[src/rtl/abu_pkg.sv]
package abu_pkg;
  typedef enum logic [1:0] {
    SEL_CMP_LO = 2'd0,
    SEL_CMP_HI = 2'd1,
    SEL_CTRL   = 2'd2,
    SEL_NONE   = 2'd3
  } reg_sel_e;

  localparam int CTRL_EN_BIT   = 0;
  localparam int CTRL_MODE_BIT = 1;
  localparam int CTRL_HIT_BIT  = 2;
endpackage

[src/rtl/abu_regs.sv]
module abu_regs
  import abu_pkg::*;
#(
  parameter int DATA_W = 8,
  localparam int CMP_W = 2 * DATA_W
) (
  input  logic              clk,
  input  logic              rst,
  input  logic              wr_en,
  input  logic [1:0]        wr_sel,
  input  logic [DATA_W-1:0] wr_data,
  input  logic              hit_evt,
  output logic [CMP_W-1:0]  cmp_addr,
  output logic              en_q,
  output logic              mode_q,
  output logic              hit_flag,
  output logic              clr_req
);
  logic [DATA_W-1:0] cmp_lo_q, cmp_hi_q;
  logic              wr_ctrl;

  assign wr_ctrl  = wr_en && (reg_sel_e'(wr_sel) == SEL_CTRL);
  assign clr_req  = wr_ctrl && wr_data[CTRL_HIT_BIT];
  assign cmp_addr = {cmp_hi_q, cmp_lo_q};

  always_ff @(posedge clk) begin
    if (rst) begin
      cmp_lo_q <= '0;
      cmp_hi_q <= '0;
      en_q     <= 1'b0;
      mode_q   <= 1'b0;
    end else if (wr_en) begin
      case (reg_sel_e'(wr_sel))
        SEL_CMP_LO: cmp_lo_q <= wr_data;
        SEL_CMP_HI: cmp_hi_q <= wr_data;
        SEL_CTRL: begin
          en_q   <= wr_data[CTRL_EN_BIT];
          mode_q <= wr_data[CTRL_MODE_BIT];
        end
        default: ;
      endcase
    end
  end

  // sticky flag: a match outranks a clearing write
  always_ff @(posedge clk) begin
    if (rst)          hit_flag <= 1'b0;
    else if (hit_evt) hit_flag <= 1'b1;
    else if (clr_req) hit_flag <= 1'b0;
  end
endmodule

[src/rtl/abu_match.sv]
module abu_match #(
  parameter int ADDR_W = 16
) (
  input  logic              addr_valid,
  input  logic [ADDR_W-1:0] addr,
  input  logic [ADDR_W-1:0] cmp_addr,
  input  logic              en_q,
  output logic              hit_evt
);
  function automatic logic addr_equal(input logic [ADDR_W-1:0] a,
                                      input logic [ADDR_W-1:0] b);
    return (a ^ b) == '0;
  endfunction

  assign hit_evt = addr_valid && en_q && addr_equal(addr, cmp_addr);
endmodule

[src/rtl/abu_out.sv]
module abu_out #(
  parameter int PULSE_LEN = 8,
  localparam int CNT_W = $clog2(PULSE_LEN + 1)
) (
  input  logic             clk,
  input  logic             rst,
  input  logic             hit_evt,
  input  logic             mode_q,
  input  logic             clr_req,
  output logic             level_q,
  output logic [CNT_W-1:0] pulse_cnt,
  output logic             break_out
);
  function automatic logic [CNT_W-1:0] next_count(input logic [CNT_W-1:0] c,
                                                 input logic reload);
    if (reload)      return CNT_W'(PULSE_LEN);
    else if (c != 0) return c - 1'b1;
    else             return c;
  endfunction

  always_ff @(posedge clk) begin
    if (rst) pulse_cnt <= '0;
    else     pulse_cnt <= next_count(pulse_cnt, hit_evt && mode_q);
  end

  always_ff @(posedge clk) begin
    if (rst)                    level_q <= 1'b0;
    else if (hit_evt && !mode_q) level_q <= 1'b1;
    else if (clr_req && !hit_evt) level_q <= 1'b0;
  end

  assign break_out = level_q || (pulse_cnt != '0);
endmodule

[src/rtl/addr_break_unit.sv]
module addr_break_unit
  import abu_pkg::*;
#(
  parameter int DATA_W    = 8,
  parameter int PULSE_LEN = 8,
  localparam int ADDR_W   = 2 * DATA_W,
  localparam int CNT_W    = $clog2(PULSE_LEN + 1)
) (
  input  logic              clk,
  input  logic              rst,
  input  logic              addr_valid,
  input  logic [ADDR_W-1:0] addr,
  input  logic              wr_en,
  input  logic [1:0]        wr_sel,
  input  logic [DATA_W-1:0] wr_data,
  input  logic [1:0]        rd_sel,
  output logic [DATA_W-1:0] rd_data,
  output logic              break_out
);
  logic [ADDR_W-1:0] cmp_addr;
  logic              en_q, mode_q, hit_flag, clr_req, hit_evt, level_q;
  logic [CNT_W-1:0]  pulse_cnt;

  abu_regs #(.DATA_W(DATA_W)) u_regs (
    .clk(clk), .rst(rst), .wr_en(wr_en), .wr_sel(wr_sel), .wr_data(wr_data),
    .hit_evt(hit_evt), .cmp_addr(cmp_addr), .en_q(en_q), .mode_q(mode_q),
    .hit_flag(hit_flag), .clr_req(clr_req)
  );

  abu_match #(.ADDR_W(ADDR_W)) u_match (
    .addr_valid(addr_valid), .addr(addr), .cmp_addr(cmp_addr),
    .en_q(en_q), .hit_evt(hit_evt)
  );

  abu_out #(.PULSE_LEN(PULSE_LEN)) u_out (
    .clk(clk), .rst(rst), .hit_evt(hit_evt), .mode_q(mode_q),
    .clr_req(clr_req), .level_q(level_q), .pulse_cnt(pulse_cnt),
    .break_out(break_out)
  );

  always_comb begin
    case (reg_sel_e'(rd_sel))
      SEL_CMP_LO: rd_data = cmp_addr[DATA_W-1:0];
      SEL_CMP_HI: rd_data = cmp_addr[ADDR_W-1:DATA_W];
      SEL_CTRL:   rd_data = {{(DATA_W-3){1'b0}}, hit_flag, mode_q, en_q};
      default:    rd_data = '0;
    endcase
  end
endmodule

[config.mk]
export PLATFORM = sky130hd
export DESIGN_NAME = addr_break_unit
export DESIGN_NICKNAME = d
export VERILOG_FILES = /design/src/rtl/abu_pkg.sv /design/src/rtl/abu_regs.sv /design/src/rtl/abu_match.sv /design/src/rtl/abu_out.sv /design/src/rtl/addr_break_unit.sv
export SDC_FILE = /design/constraint.sdc
export NUM_CORES = 1
export LEC_CHECK = 0
export ABC_AREA = 1
export ABC_CLOCK_PERIOD_IN_PS = 1800
export BUFFER_PORTS_ARGS = -buffer_cell sky130_fd_sc_hd__buf_2
export CAP_MARGIN = 25
export CORE_MARGIN = 3
export CORE_UTILIZATION = 54
export CTS_CLUSTER_DIAMETER = 200
export DETAILED_ROUTE_END_ITERATION = 8
export PLACE_DENSITY = 0.84
export SYNTH_ARGS = -nofsm -noshare
export SYNTH_HDL_FRONTEND = slang
export SYNTH_SLANG_ARGS = --single-unit
[constraint.sdc]
create_clock -name clk -period 1.8 [get_ports clk]
set_clock_uncertainty 0.1 [all_clocks]
set_input_delay 0.36 -clock clk [delete_from_list [all_inputs] [get_ports clk]]
set_output_delay 0.36 -clock clk [all_outputs]
set_load 0.01 [all_outputs]
==> impl_results.md <==
- Status: finished clean
- Placed insts: 266
- Detailed Route WL: 2920 um
- Worst-path clk slew: 0.14 ns
- Max_cap viols: 0
- Post-route clock period utilization: 0.933
- Final Max Tran Viols: 0
- RePlAce Congestion: 0.836
- Hold Path Class: input port to register
- Setup Crit Path Kind: register to primary output
- Leakage power: 0.785 nW
- Number of global-route vias before repair: 1,268
- Async set-reset flop share out of synthesis: 0
- Mapped Cells: 201
- Pin count of the biggest net entering global routing: 21
- Ys flop type: dfxtp_1
- Power per cell area: 925 nW/um^2
- Area leader, netlist: dfxtp_1
- Area Overhead vs Synth: 21.2%
- Placed wire-length estimate: 2270 um
- Worst path max stage delay: 0.37 ns
- Critical Path, Cell by Cell: inv_1, ha_1, nand4_1, buf_2
- Buf+Inv Stages, Crit Path: 2
- Cell count of the worst hold path: 2
- Row count: 17
- Final Hold Viols: 0
- Worst-margin pin slew: 0.464 ns
- Width of the die: 55.3 um
- Root Buffer: clkbuf_4
- Die area: 3050 sq um
- Via density per instance: 4.97
- Antenna violations before repair: 0
- Wire per inst: 10.8 um
- Setup Buffers After CTS: 0
- WP data arrival: 1.22 ns
- I/O Buffers: 40
- CP required: 1.34 ns
- Gr ovfl total: 0
- Non-Filler Instances: 270
- Synthesized area: 1310 sq um
- YS warnings: 0
- Ant. Diodes: 0
- Syn Nets: 235
- Hold Buf Count CTS: 0
- Worst vdd ir: 0.765 mV
- Layout fillers: 211
- Global-route usage over all layers: 0.200
- Min Tclk post-route: 1.68 ns
- Crit path depth: 4
- Post-synth EDFFs: 0
- Initial Util: 0.581
- I/O pin total: 41
- Peak Freq: 0.596 GHz
- Via Count: 1,341
- Nets@finish: 277
- Reg2Reg Depth: 9
- Final Power: 1.47 mW
- H-Tree Depth: 1
- Maximum clock path buffer count: 2
- Synth Register Bits: 24
- Cell with the most instances after synthesis: nand2_1
- Slowest-stage cell, CP: dfxtp_1
- Post-synth top cells: nand2_1, inv_1, dfxtp_1, o21ai_0, a21oi_1
- Synth top area cells: dfxtp_1, nand2_1, inv_1
- CTS tree: built
- Die height: 55.3 um
- Sequential share of the synthesized area: 0.367
- CP Max Fanout: 4
- CTS Sinks: 24
- Num CTS Buffers: 3
- Clock latency on the worst-skew pair: 0.32 ns
- Relative slew slack: 0.690
- First-pass GRT wire length: 5130 um
- RSZ-0062 raised after global routing: no
- Fin util: 0.704
- Delay-heaviest family, CP: flip-flops
- Core area: 2250 sq um
- Post-cts gate resize count: 0
- First-pass detailed-route iteration total: 4
- Critical path launch point type: register
- DRT antenna net count: 0
- WHS: 0.0964 ns
- Share of the synthesized area in the top cell type: 0.367
- Distinct cell type count after synthesis: 20
- Post-route DRC: 0
- First DRT Iteration DRCs: 45
- TNS Setup: 0 ns
- Avg Cell Area, Syn: 6.52 sq um
- Crit end category: primary output
- Final setup viols: 0
- Layout cells sized above 1: 0.211
[worst paths after layout]
check / start / to / slack (ns)
worst max register to register: u_regs.cmp_hi_q[3] / u_out.pulse_cnt[2] / 0.44
worst min-delay path: rst / u_out.pulse_cnt[3] / 0.1
worst min register to register: u_regs.hit_flag / u_regs.hit_flag / 0.38
worst max-delay path: u_out.pulse_cnt[0] / break_out / 0.12
[registers in the layout, summed over array words and instances (netlist names)]
name and count:
u_regs.mode_q 1, u_regs.en_q 1, u_regs.hit_flag 1, u_regs.cmp_lo_q 8
u_out.level_q 1, u_regs.cmp_hi_q 8, u_out.pulse_cnt 4
[worst reg2reg max path: cells and delay by family, from the launching register on]
family,cells,cell delay (ns)
buf+inv,1,0.07
compound gates,1,0.09
simple gates,7,0.67
flops,1,0.36
[routing by layer]
metal | vias to the layer above | track usage | wire length (um)
met4 | 0 | 0.0625 | 32
met5 | - | 0 | 0
li1 | 721 | - | -
met3 | 4 | 0.0304 | 143
met1 | 587 | 0.260 | 1320
met2 | 29 | 0.338 | 1420
[layout make-up]
| type | count | area [sq um] | share of cell area |
|---|---|---|---|
| clock inverter | 1 | 30.0 | 0.0189 |
| tap | 28 | 35.0 | 0.0221 |
| clock buffer | 3 | 22.5 | 0.0142 |
| inverter | 42 | 158 | 0.0993 |
| timing repair buffer | 41 | 208 | 0.131 |
| sequential | 24 | 480 | 0.303 |
| multi-input combinational | 131 | 654 | 0.412 |
[kinds of logic (layout without fill, tap and decap cells)]
group | Yosys count | in the layout | synth area share
AO/OA/AOI/OAI | 48 | 48 | 0.202
XOR/XNOR | 6 | 6 | 0.0401
adder cells (fa/ha/maj) | 2 | 2 | 0.0191
buffers and inverters | 46 | 87 | 0.134
flip-flops | 24 | 24 | 0.367
multiplexers | 1 | 1 | 0.00764
AND/OR/NAND/NOR | 74 | 74 | 0.231
[report_power, final]
part	internal [mW]	switching (mW)
registers	0.593	0.0367
clock network	0.225	0.171
logic	0.192	0.252
[per-stage QoR]
stage / cell area [sq um] / worst slack, ns
3_5_place_dp: 1540 / 0.191
4_1_cts: 1590 / 0.105
2_1_floorplan: 1310 / 0.505
3_3_place_gp: 1540 / 0.199
6_report: 1590 / 0.121
5_1_grt: 1590 / 0.0240
[layout by cell type, fill, tap and decap left out, drive strengths merged, types with 4 or more instances in the layout]
| master | instances |
|---|---|
| nand2 | 42 |
| inv | 42 |
| buf | 41 |
| dfxtp | 24 |
| o21ai | 20 |
| a21oi | 19 |
| nor2 | 19 |
| nand3 | 8 |
| o22ai | 5 |
| xnor2 | 4 |
(Power assumes the default switching activity.)
